<file path="src/rtl/sqrt_csel_pkg.sv">
package sqrt_csel_pkg;

  // Number of stages when stage widths start at f and grow by one bit
  // per stage until w bits are covered.
  function automatic int stage_count(input int w, input int f);
    int n;
    int lo;
    int sw;
    n  = 0;
    lo = 0;
    sw = f;
    while (lo < w) begin
      lo += sw;
      sw += 1;
      n  += 1;
    end
    return n;
  endfunction

  // Lowest bit index of stage idx.
  function automatic int stage_lo(input int f, input int idx);
    int lo;
    int sw;
    lo = 0;
    sw = f;
    for (int k = 0; k < idx; k++) begin
      lo += sw;
      sw += 1;
    end
    return lo;
  endfunction

  // Width of stage idx; the last stage is clipped to what remains.
  function automatic int stage_width(input int w, input int f, input int idx);
    int lo;
    int sw;
    lo = stage_lo(f, idx);
    sw = f + idx;
    if (lo + sw > w) return w - lo;
    return sw;
  endfunction

endpackage

</file>
<file path="src/rtl/sqcs_manchester_chain.sv">
// Carry chain of one stage: one generate-or-pass gate per bit.
module sqcs_manchester_chain #(
  parameter int W = 4
) (
  input  logic [W-1:0] gen,
  input  logic [W-1:0] prp,
  input  logic [W-1:0] kil,
  input  logic         ci,
  output logic [W-1:0] s,
  output logic         co
);

  logic [W:0] c;

  assign c[0] = ci;

  for (genvar gi = 0; gi < W; gi++) begin : g_bit
    // A bit that does not kill passes its incoming carry on;
    // a generating bit forces a carry.
    assign c[gi+1] = gen[gi] | (~kil[gi] & c[gi]);
  end

  assign s  = prp ^ c[W-1:0];
  assign co = c[W];

endmodule

</file>
<file path="src/rtl/sqcs_select_stage.sv">
// One stage: either a single chain fed by the real carry, or two
// precomputed chains and a select on the arriving carry.
module sqcs_select_stage #(
  parameter int W          = 4,
  parameter int HAS_SELECT = 1
) (
  input  logic [W-1:0] a,
  input  logic [W-1:0] b,
  input  logic         ci,
  output logic [W-1:0] s,
  output logic         co
);

  logic [W-1:0] gen;
  logic [W-1:0] prp;
  logic [W-1:0] kil;

  assign gen = a & b;
  assign prp = a ^ b;
  assign kil = ~(a | b);

  if (HAS_SELECT == 0) begin : g_direct
    sqcs_manchester_chain #(.W(W)) u_chain (
      .gen(gen), .prp(prp), .kil(kil), .ci(ci), .s(s), .co(co)
    );
  end else begin : g_select
    logic [W-1:0] s_c0;
    logic [W-1:0] s_c1;
    logic         co_c0;
    logic         co_c1;

    sqcs_manchester_chain #(.W(W)) u_chain_c0 (
      .gen(gen), .prp(prp), .kil(kil), .ci(1'b0), .s(s_c0), .co(co_c0)
    );
    sqcs_manchester_chain #(.W(W)) u_chain_c1 (
      .gen(gen), .prp(prp), .kil(kil), .ci(1'b1), .s(s_c1), .co(co_c1)
    );

    always_comb begin
      if (ci) begin
        s  = s_c1;
        co = co_c1;
      end else begin
        s  = s_c0;
        co = co_c0;
      end
    end
  end

endmodule

</file>
<file path="src/rtl/sqrt_csel_adder.sv">
module sqrt_csel_adder
  import sqrt_csel_pkg::*;
#(
  parameter int WIDTH   = 13,
  parameter int FIRST_W = 2,
  parameter int REG_OUT = 1
) (
  input  logic             clk,
  input  logic             rst_n,
  input  logic             en,
  input  logic [WIDTH-1:0] a,
  input  logic [WIDTH-1:0] b,
  input  logic             cin,
  output logic [WIDTH-1:0] sum,
  output logic             cout
);

  localparam int NSTG = stage_count(WIDTH, FIRST_W);

  logic [WIDTH-1:0] sum_c;
  logic [NSTG:0]    stc;

  assign stc[0] = cin;

  for (genvar gs = 0; gs < NSTG; gs++) begin : g_stage
    localparam int LO = stage_lo(FIRST_W, gs);
    localparam int SW = stage_width(WIDTH, FIRST_W, gs);
    localparam int HS = (gs == 0) ? 0 : 1;

    sqcs_select_stage #(.W(SW), .HAS_SELECT(HS)) u_stage (
      .a  (a[LO +: SW]),
      .b  (b[LO +: SW]),
      .ci (stc[gs]),
      .s  (sum_c[LO +: SW]),
      .co (stc[gs+1])
    );
  end

  if (REG_OUT != 0) begin : g_reg
    logic [WIDTH-1:0] sum_q;
    logic [WIDTH-1:0] sum_d;
    logic             cout_q;
    logic             cout_d;

    always_comb begin
      sum_d  = sum_q;
      cout_d = cout_q;
      if (en) begin
        sum_d  = sum_c;
        cout_d = stc[NSTG];
      end
    end

    always_ff @(posedge clk or negedge rst_n) begin
      if (!rst_n) begin
        sum_q  <= '0;
        cout_q <= 1'b0;
      end else begin
        sum_q  <= sum_d;
        cout_q <= cout_d;
      end
    end

    assign sum  = sum_q;
    assign cout = cout_q;
  end else begin : g_comb
    assign sum  = sum_c;
    assign cout = stc[NSTG];
  end

endmodule

</file>
<file path="config.mk">
export PLATFORM = sky130hd
export DESIGN_NAME = sqrt_csel_adder
export DESIGN_NICKNAME = d
export VERILOG_FILES = /design/src/rtl/sqrt_csel_pkg.sv /design/src/rtl/sqcs_manchester_chain.sv /design/src/rtl/sqcs_select_stage.sv /design/src/rtl/sqrt_csel_adder.sv
export SDC_FILE = /design/constraint.sdc
export NUM_CORES = 1
export LEC_CHECK = 0
export CAP_MARGIN = 20
export CORE_MARGIN = 10
export CORE_UTILIZATION = 35
export CTS_CLUSTER_SIZE = 14
export DETAILED_ROUTE_END_ITERATION = 6
export PLACE_DENSITY_LB_ADDON = 0.1
export SLEW_MARGIN = 20
export SYNTH_ARGS = -nofsm -noshare
export SYNTH_HDL_FRONTEND = slang
export SYNTH_SLANG_ARGS = --single-unit
</file>
<file path="constraint.sdc">
create_clock -name clk -period 0.9 [get_ports clk]
set_input_delay 0.18 -clock clk [delete_from_list [all_inputs] [get_ports clk]]
set_output_delay 0.18 -clock clk [all_outputs]
set_load 0.01 [all_outputs]
</file>
==> impl_metrics.tcl, run 1 <==
set metrics [dict create \
    status "finished with violations" \
    violations "setup timing" \
    die_area_um2 6000 \
    slew_headroom 0.811 \
    synth_compound_area_frac 0.114 \
    cp_cell_sequence "buf_6 -> inv_4 -> fa_2 -> inv_2 -> fa_2 -> and2_4 -> o31ai_4 -> fa_2 -> nor2b_4 -> nor2_4 -> o31ai_4 -> fa_2 -> nor2b_4 -> nor2_4 -> o31ai_4 -> fa_1 -> mux2_4" \
    r2r_setup_slack_ns -0.18 \
    synthTopCellsByArea "dfrtp_1 30%, ha_1 17%, fa_1 8.7%" \
    crit_required_ns 1.08 \
    synth_seq_cells 14 \
    max_freq_mhz 308 \
    antenna_found_initial 0 \
    num_vias 1084 \
    synthAdderAreaFrac 0.260 \
    start_util 0.373 \
    grt_setup_unrepaired "yes" \
    yosys.cell_types.count 23 \
    syn_inst 118 \
    report.final.setup_viol 27 \
    tightest_slew_ns 0.283 \
    crit_arrival_ns 3.43 \
    cts_made_buffers 3 \
    p_seq_frac 0.325 \
    synthMuxAreaShare 0.0487 \
    yosys.area_share.xor_xnor 0.0227 \
    start_kind "primary input" \
    synth_fp_nets 169 \
    p_leak_nw 1.04 \
    clk_pin_slew_ns 0.10 \
    fin_ws_ns -2.35 \
    synth_top_cell_by_area "dfrtp_1" \
    combPwrFrac 0.494 \
    cts_root_buf "clkbuf_4" \
    reg2reg_depth 4 \
    place.port_buffers 43 \
    clock_path_buffers 2 \
    grt_pass1_wl_mm 5.27 \
    ios 44 \
    grt_pass1_vias 1172 \
    slowest_delay_ns 0.44 \
    async_flop_share 1.00 \
    hold_viol_final 0 \
    swShare 0.304 \
    totalPowerFinal_mw 2.55 \
    hold_ws_ns 0.209 \
    die_h_um 77.5 \
    yosysWarnings 0 \
    dp_slack_ns -3.19 \
    n_antenna_cell 0 \
    htreeDepth 1 \
    syn-cell-area_um2 1160 \
    routabilityCongestion 0.718 \
    synthTopCellsByCount "23 x inv_1, 16 x ha_1, 14 x dfrtp_1" \
    grt_start_max_net_pins 15 \
    postRouteAntennaNets 0 \
    p_sw_mw 0.777 \
    die_w_um 77.5 \
    design.core.area_um2 3100 \
    power.density_nw_per_um2 1240 \
    placement.cell_area_um2 1830 \
    cts_tree "done" \
    synth_top_family_by_area "adder cells" \
    syn_to_final_growth_pct 77.8 \
    routed_wl_mm 3.11 \
    synth-simple-area-share 0.158 \
    slowest_stage "fa_1" \
    dr.pass1.iters 4 \
    min_period_ns 3.25 \
    cp-end-kind "register" \
    timing.rr.start "sum[7]" \
    drv_cap 0 \
    min_path_type "primary input to async pin" \
    synth_flop_cell "dfrtp_1" \
    synth_top_area_frac 0.303 \
    rows 20 \
    report.final.slew_viol_count 0 \
    worstSetupPathType "primary input to register" \
    internal_power_mw 1.78 \
    post-dp-hpwl_mm 2.44 \
    drcViolationCount 0 \
    cpMostUsedCell "fa_2" \
    yosys.cell_count.top_type "inv_1" \
    ctsHoldBuffers 0 \
    final_cell_area_um2 2060 \
    grt.total_usage 0.105 \
    drtIter0Drc 48 \
    peakVddDrop_uv 595 \
    vias_per_cell 4.54 \
    nNetsFinal 247 \
    clkSinkCount 14 \
    clk_latency_ns 0.28 \
    wire_per_inst_um 13.0 \
    synth-seq-area-share 0.303 \
    fin_crit_sh 3.61 \
    rr_endpoint "sum[7]" \
    clock_skew_ns 0 \
    grt-ovfl-total 0 \
    crit_fanout 3 \
    drive_gt1_frac 0.426 \
    pwr-share-clk 0.181 \
    avgSynthCellArea_um2 9.80 \
    synth_edf_count 0 \
    fill_cells 278 \
]
-- layout make-up --
cell class                 instances  area (um^2)  area share
clock buffer                       4         36.3      0.0177
inverter                          23         98.8      0.0481
multi-input combinational         78          835       0.406
sequential                        14          350       0.170
timing repair buffer              76          681       0.331
tap                               44         55.1      0.0268
-- through the flow --
stage,instances,util,TNS (ns)
after global routing,239,0.663,-20.60
after global placement,219,0.589,-29.88
after CTS,235,0.627,-19.77
after floorplan,118,-,-18.09
after detailed placement,219,0.589,-30.43
final,239,0.663,-19.40
-- cell usage in the layout, fill, tap and decap left out, drive strengths merged, types with 2 or more instances in the layout --
| master | synthesis | final |
|---|---|---|
| ha | 16 | 16 |
| dfrtp | 14 | 14 |
| inv | 23 | 23 |
| a21oi | 6 | 6 |
| nand3b | 2 | 2 |
| mux2 | 5 | 5 |
| o211a | 2 | 2 |
| clkbuf | 0 | 4 |
| clkdlybuf4s50 | 0 | 22 |
| buf | 3 | 50 |
| a31o | 2 | 2 |
| nand3 | 2 | 2 |
| a311o | 2 | 2 |
| or3 | 3 | 3 |
| nor2 | 10 | 10 |
| nand4b | 2 | 2 |
| fa | 5 | 5 |
| o31ai | 3 | 3 |
| dlygate4sd2 | 0 | 3 |
| nor2b | 8 | 8 |
| nand2b | 2 | 2 |
| o21ai | 3 | 3 |
| xnor2 | 3 | 3 |
-- power by group through the flow --
stage,clock [mW],sequential (mW),combinational [mW]
after floorplan,0,0.889,0.439
after global placement,0,0.831,1.06
after detailed placement,0,0.830,1.08
after CTS,0.479,0.814,1.14
after global routing,0.503,0.847,1.38
final,0.462,0.829,1.26
-- registers in the layout, summed over array words and instances, names as in the netlist --
| register | count |
|---|---|
| cout | 1 |
| sum | 13 |
-- routing by layer --
metal,vias to the layer above,wire (um),track usage
li1,543,-,-
met1,506,1320,0.123
met2,31,1560,0.175
met3,4,174,0.0300
met4,0,59,0.0493
met5,-,0,0
-- worst max-delay path by stage --
stage	from	end	slack (ns)	depth (start not counted)
after floorplan	a[0]	sum[12]	-2.48	16
after global placement	a[0]	sum[12]	-3.10	17
after detailed placement	a[0]	sum[12]	-3.19	17
after CTS	a[0]	sum[12]	-2.47	17
after global routing	b[0]	sum[12]	-2.43	17
final	b[0]	sum[12]	-2.35	17
-- cell families after synthesis --
group	Yosys count
DFF	14
xor gates and xnor gates	3
muxes	5
adders and majority gates	21
and+or+nand+nor	30
AOI/OAI and AO/OA	19
buffers and inverters	26
-- critical path, delay by kind of cell --
| kind | cells | cell delay (ns) |
|---|---|---|
| buf+inv | 3 | 0.16 |
| fa+ha+maj | 5 | 1.85 |
| compound gates | 3 | 0.29 |
| simple gates | 5 | 0.68 |
| mux | 1 | 0.26 |
-- what timing repair did --
item,in CTS,in global routing
setup endpoints to repair,28,27
buffers inserted,11,5
resized for setup,86,16
pin swaps,19,18
cloned,1,0
No activity file was read; power rests on OpenSTA's default activity.
==> inputs of run 2 (changes only) <==
--- a/config.mk
+++ b/config.mk
@@ -5,12 +5,15 @@
 export SDC_FILE = /design/constraint.sdc
 export NUM_CORES = 1
 export LEC_CHECK = 0
+export ABC_AREA = 1
 export CAP_MARGIN = 20
 export CORE_MARGIN = 10
 export CORE_UTILIZATION = 35
 export CTS_CLUSTER_SIZE = 14
 export DETAILED_ROUTE_END_ITERATION = 6
+export HOLD_SLACK_MARGIN = 0.08
 export PLACE_DENSITY_LB_ADDON = 0.1
+export RECOVER_POWER = 25
 export SLEW_MARGIN = 20
 export SYNTH_ARGS = -nofsm -noshare
 export SYNTH_HDL_FRONTEND = slang
==> run 2 against run 1 <==
Net effect:
- the flow still finishes with violations (setup timing)
- critical path depth rose by 6
- power fell by 9.3%
- die area fell by 3.7%
- clock skew did not move
- non-clock buffer count fell by 9
- highest routed layer unchanged
==> impl_metrics.tcl, run 2 <==
set metrics [dict create \
    p_leak_nw 1.01 \
    totalPowerFinal_mw 2.32 \
    ios 44 \
    die_h_um 76.0 \
    min_period_ns 3.16 \
    synth_edf_count 0 \
    report.final.setup_viol 28 \
    synth_fp_nets 184 \
    routed_wl_mm 2.61 \
    grt_use_met1 0.108 \
    layout_common_cells "32 x nand2_1, 23 x inv_1, 22 x clkdlybuf4s50_1, 22 x buf_4, 16 x ha_1" \
    tightest_slew_ns 0.353 \
    wire_per_inst_um 10.6 \
    worstSetupPathType "primary input to register" \
    synth_top_area_frac 0.319 \
    min_path_type "primary input to register" \
    yosysWarnings 0 \
    clock_path_buffers 2 \
    design.core.area_um2 3030 \
    start_kind "primary input" \
    htreeDepth 1 \
    clk_latency_ns 0.27 \
    clkSinkCount 14 \
    crit_arrival_ns 3.38 \
    syn-cell-area_um2 1100 \
    avgSynthCellArea_um2 8.26 \
    nNetsFinal 254 \
    grt_use_met2 0.163 \
    drv_cap 0 \
    routabilityCongestion 0.647 \
    num_vias 1026 \
    synth_seq_cells 14 \
    seq_area_um2 350 \
    n_antenna_cell 0 \
    hold_viol_final 0 \
    ctsHoldBuffers 0 \
    cts_made_buffers 3 \
    rows 20 \
    grt_start_max_net_pins 19 \
    place.port_buffers 43 \
    drive_gt1_frac 0.376 \
    fill_cells 281 \
    cts_root_buf "clkbuf_4" \
    vias_per_cell 4.17 \
    grt_pass1_wl_mm 4.55 \
    crit_fanout 3 \
    slew_headroom 0.765 \
    largest_reg_flops 13 \
    fin_ws_ns -2.26 \
    violations "setup timing" \
    cts_tree "done" \
    power.density_nw_per_um2 1250 \
    crit_required_ns 1.11 \
    status "finished with violations" \
    multi_input_area_um2 686 \
    post-dp-hpwl_mm 2.20 \
    grt_setup_unrepaired "yes" \
    grt.total_usage 0.0923 \
    start_util 0.363 \
    yosys.cell_types.count 18 \
    synth_flop_cell "dfrtp_1" \
    die_area_um2 5780 \
    fin_crit_sh 3.52 \
    report.final.slew_viol_count 0 \
    clk_pin_slew_ns 0.08 \
    grt-ovfl-total 0 \
    clock_skew_ns 0 \
    antenna_found_initial 0 \
    grt_use_met3 0.0259 \
    synthTopCellsByArea "dfrtp_1 32%, ha_1 18%, nand2_1 12%" \
    drtIter0Drc 19 \
    synthTopCellsByCount "36 x nand2_1, 30 x inv_1, 16 x ha_1" \
    syn_inst 133 \
    die_w_um 76.0 \
    syn_to_final_growth_pct 69.4 \
    async_flop_share 1.00 \
    synth_top_cell_by_area "dfrtp_1" \
    postRouteAntennaNets 0 \
    peakVddDrop_uv 536 \
    synth-seq-area-share 0.319 \
    mostFrequentLayoutCell "nand2_1" \
    yosys.cell_count.top_type "nand2_1" \
    dr.pass1.iters 4 \
    cp-end-kind "register" \
    drcViolationCount 0 \
    final_cell_area_um2 1860 \
    placement.cell_area_um2 1700 \
    busiest_layer "met2" \
    max_freq_mhz 316 \
    grt_pass1_vias 1019 \
]
run 2: cell types whose count changed after synthesis, sizes merged, moves of 4 or more:
cell,before,now
o21ai,3,7
inv,23,32
nor2b,8,0
nand3,2,8
nand2,0,39
nor2,10,0
mux2,5,0
run 2: kinds of logic after synthesis:
family / synth area share
AO/OA/AOI/OAI: 0.0661
AND/OR/NAND/NOR: 0.191
flip-flops: 0.319
XOR/XNOR: 0.0319
adder cells (fa/ha/maj): 0.273
buffers and inverters: 0.118
run 2: power by group:
group,internal (mW),leakage [nW],switching (mW)
clock network,0.245,0.0210,0.197
logic,0.626,0.818,0.440
registers,0.739,0.170,0.0694
total,1.61,1.01,0.706
run 2: worst max-delay path: stages:
cell and delay [ns]:
buf_6 0.09, inv_4 0.04, fa_2 0.19, inv_2 0.03
fa_2 0.36, o21ai_2 0.18, o21bai_1 0.10, fa_2 0.37
inv_2 0.06, nand2_2 0.05, nand3_2 0.07, nand2_2 0.06
inv_2 0.06, o21bai_4 0.06, fa_2 0.37, inv_2 0.06
nand2_2 0.05, nand3_2 0.07, a21oi_2 0.05, or2_1 0.22
fa_2 0.54, nand2_2 0.05, nand2_2 0.06
run 2: metal layers:
layer / up-vias / share of wire / routed length, um
li1: 535 / - / -
met2: 24 / 0.53 / 1380
met3: 4 / 0.031 / 80
met4: 0 / 0.010 / 27
met1: 463 / 0.43 / 1120
met5: - / 0 / 0
run 2: worst paths after layout:
kind                       slack (ns)  endpoint  cells past startpoint     from
hold reg to reg                  0.49    sum[0]                      2   sum[0]
hold / removal                   0.31    sum[0]                      4     a[0]
setup / recovery                -2.26   sum[12]                     23     b[0]
setup reg to reg                 0.01   sum[11]                      4  sum[11]
max in group asynchronous        0.31    sum[9]                      2    rst_n
min in group asynchronous        0.34    sum[1]                      2    rst_n
run 2: repair_timing:
item,4_1_cts,5_1_grt
gates resized for setup,85,15
buffers inserted,8,3
endpoints found under the setup margin,28,28
pin swaps,19,18
run 2: area by class of cell:
class / count / area share
inverters: 32 / 0.0720
well taps: 44 / 0.0296
repair buffers: 67 / 0.322
clock buffers: 4 / 0.0195
flip-flops and latches: 14 / 0.188
multi-input cells: 85 / 0.369
run 2: per-stage QoR:
step	hold WS, ns	worst slack [ns]	cells	utilization	TNS (ns)
finish	0.312	-2.26	246	0.614	-16.46
global placement	0.456	-3.02	231	0.563	-27.45
floorplan	-0.116	-2.36	133	-	-15.74
CTS	0.225	-2.38	243	0.590	-17.16
detailed placement	0.462	-3.09	231	0.563	-28.05
global route	0.324	-2.43	246	0.614	-18.59
==> inputs of run 3 (changes only) <==
--- a/config.mk
+++ b/config.mk
@@ -6,14 +6,14 @@
 export NUM_CORES = 1
 export LEC_CHECK = 0
 export ABC_AREA = 1
-export CAP_MARGIN = 20
 export CORE_MARGIN = 10
-export CORE_UTILIZATION = 35
+export CORE_UTILIZATION = 39
 export CTS_CLUSTER_SIZE = 14
 export DETAILED_ROUTE_END_ITERATION = 6
 export HOLD_SLACK_MARGIN = 0.08
 export PLACE_DENSITY_LB_ADDON = 0.1
 export RECOVER_POWER = 25
+export REMOVE_ABC_BUFFERS = 1
 export SLEW_MARGIN = 20
 export SYNTH_ARGS = -nofsm -noshare
 export SYNTH_HDL_FRONTEND = slang
==> run 3 against run 2 <==
Net effect:
- the flow still finishes with violations (setup timing)
- cell area is 1.3% higher
- critical endpoint unchanged
- cell count fell by 2.8%
- maximum frequency is 2.0% lower
- wire length up 15%
- clock skew unchanged
- worst setup slack got worse by 0.065 ns
- first-iteration DRC count rose to 2.6 times the previous value
- sequential power about the same
- hold slack improved by 0.016 ns
- power down 1.9%
- combinational power increased by 5%
- largest power group unchanged
- flip-flop and latch count is the same
==> impl_metrics.tcl, run 3 (synthesis gave the netlist of run 2 again) <==
set metrics [dict create \
    grt-ovfl-total 0 \
    post-dp-hpwl_mm 2.17 \
    layout_common_cells "34 x nand2_1, 23 x inv_1, 23 x clkdlybuf4s50_1" \
    routabilityCongestion 0.730 \
    p_leak_nw 1.03 \
    status "finished with violations" \
    grt_start_max_net_pins 19 \
    place.port_buffers 43 \
    timing.rr.start "sum[8]" \
    syn_to_final_growth_pct 71.6 \
    rr_endpoint "sum[8]" \
    n_antenna_cell 0 \
    antenna_found_initial 0 \
    cp.depth 24 \
    internal_power_mw 1.55 \
    clock_skew_ns 0 \
    crit_fanout 3 \
    min_path_type "primary input to register" \
    cp_cell_sequence "buf_6 -> inv_4 -> fa_2 -> inv_2 -> fa_2 -> buf_6 -> o21ai_4 -> o21bai_1 -> fa_2 -> inv_2 -> nand2_2 -> nand3_2 -> nand2_2 -> inv_2 -> o21bai_4 -> fa_2 -> inv_2 -> nand2_2 -> nand3_2 -> a21oi_2 -> or2_1 -> fa_1 -> nand2_1 -> nand2_1" \
    clkSinkCount 14 \
    start_kind "primary input" \
    min_period_ns 3.23 \
    drv_cap 0 \
    fin_crit_sh 3.59 \
    nNetsFinal 261 \
    power.density_nw_per_um2 1210 \
    dr.pass1.iters 4 \
    hold_ws_ns 0.328 \
    design.core.area_um2 2730 \
    swShare 0.318 \
    pwr-share-clk 0.153 \
    ctsHoldBuffers 0 \
    r2r_setup_slack_ns 0.06 \
    report.final.slew_viol_count 0 \
    grt_pass1_wl_mm 4.82 \
    holdPathStages 4 \
    num_vias 1088 \
    peakVddDrop_uv 934 \
    crit_arrival_ns 3.40 \
    clk_latency_ns 0.27 \
    p_sw_mw 0.724 \
    routed_wl_mm 3.00 \
    postRouteAntennaNets 0 \
    p_seq_frac 0.355 \
    hold_viol_final 0 \
    slowest_delay_ns 0.43 \
    start_util 0.402 \
    cts_made_buffers 3 \
    cts_root_buf "clkbuf_4" \
    cts_tree "done" \
    mostFrequentLayoutCell "nand2_1" \
    grt.total_usage 0.111 \
    worstHoldStart "cin" \
    clock_path_buffers 2 \
    cp-end-kind "register" \
    drtIter0Drc 49 \
    clk_pin_slew_ns 0.08 \
    slew_headroom 0.760 \
    drcViolationCount 0 \
    final_cell_area_um2 1890 \
    crit_required_ns 1.07 \
    crit_buf_inv 7 \
    slowest_stage "fa_1" \
    crit_family "adder cells" \
    grt_setup_unrepaired "yes" \
    holdPathEnd "sum[0]" \
    tightest_slew_ns 0.360 \
    rows 19 \
    die_area_um2 5340 \
    worstSetupPathType "primary input to register" \
    htreeDepth 1 \
    reg2reg_depth 4 \
    wire_per_inst_um 12.5 \
    drive_gt1_frac 0.380 \
    placement.cell_area_um2 1620 \
    tns_ns -18.17 \
    vias_per_cell 4.55 \
    violations "setup timing" \
    die_w_um 73.1 \
    fin_ws_ns -2.33 \
    largest_reg_flops 13 \
    post-route-util 0.690 \
    combPwrFrac 0.491 \
    ios 44 \
    die_h_um 73.1 \
    dp_slack_ns -3.20 \
    report.final.setup_viol 27 \
    max_freq_mhz 310 \
    grt_pass1_vias 1124 \
]
[run 3: cell type report]
cell class | count | area (um^2)
Fill cell | 229 | 848
Tap cell | 31 | 38.8
Inverter | 32 | 125
Clock buffer | 3 | 22.5
Timing Repair Buffer | 74 | 666
Sequential cell | 14 | 350
Multi-Input combinational cell | 85 | 683
[run 3: worst max path at each step]
stage | startpoint | end | slack [ns]
2_1_floorplan | a[0] | sum[12] | -2.55
4_1_cts | a[0] | sum[12] | -2.48
3_5_place_dp | a[0] | sum[12] | -3.20
6_report | a[0] | sum[12] | -2.33
3_3_place_gp | a[0] | sum[12] | -3.11
5_1_grt | a[0] | sum[12] | -2.51
[run 3: tightest hold or removal path: stages]
cell and delay [ns]:
buf_6 0.09, inv_2 0.04, fa_2 0.18, o21ai_1 0.06
[run 3: power by group through the flow]
stage / sequential (mW) / clock [mW] / combinational (mW)
after floorplan: 0.861 / 0 / 0.323
after global placement: 0.809 / 0 / 0.859
after detailed placement: 0.812 / 0 / 0.880
after CTS: 0.801 / 0.355 / 0.967
after global routing: 0.821 / 0.392 / 1.24
final: 0.808 / 0.349 / 1.12
[run 3: stage by stage]
stage | power [mW] | std cells
floorplan | 1.18 | 131
global placement | 1.67 | 212
detailed placement | 1.69 | 212
CTS | 2.12 | 230
global route | 2.45 | 239
finish | 2.27 | 239
[run 3: repair_timing]
item / in CTS / in global routing
pin swaps: 21 / 17
endpoints found under the setup margin: 28 / 28
setup buffers: 16 / 10
gates resized for setup: 96 / 16
gates cloned: 0 / 0
endpoints found under the hold margin: 0 / 0
[run 3: layer usage]
layer  GRT usage  part of all wire  vias up
met3      0.0259             0.052        4
met4      0.0591             0.021        0
met2       0.208              0.55       26
li1            -                 -      549
met1       0.110              0.38      509
met5           0                 0        -
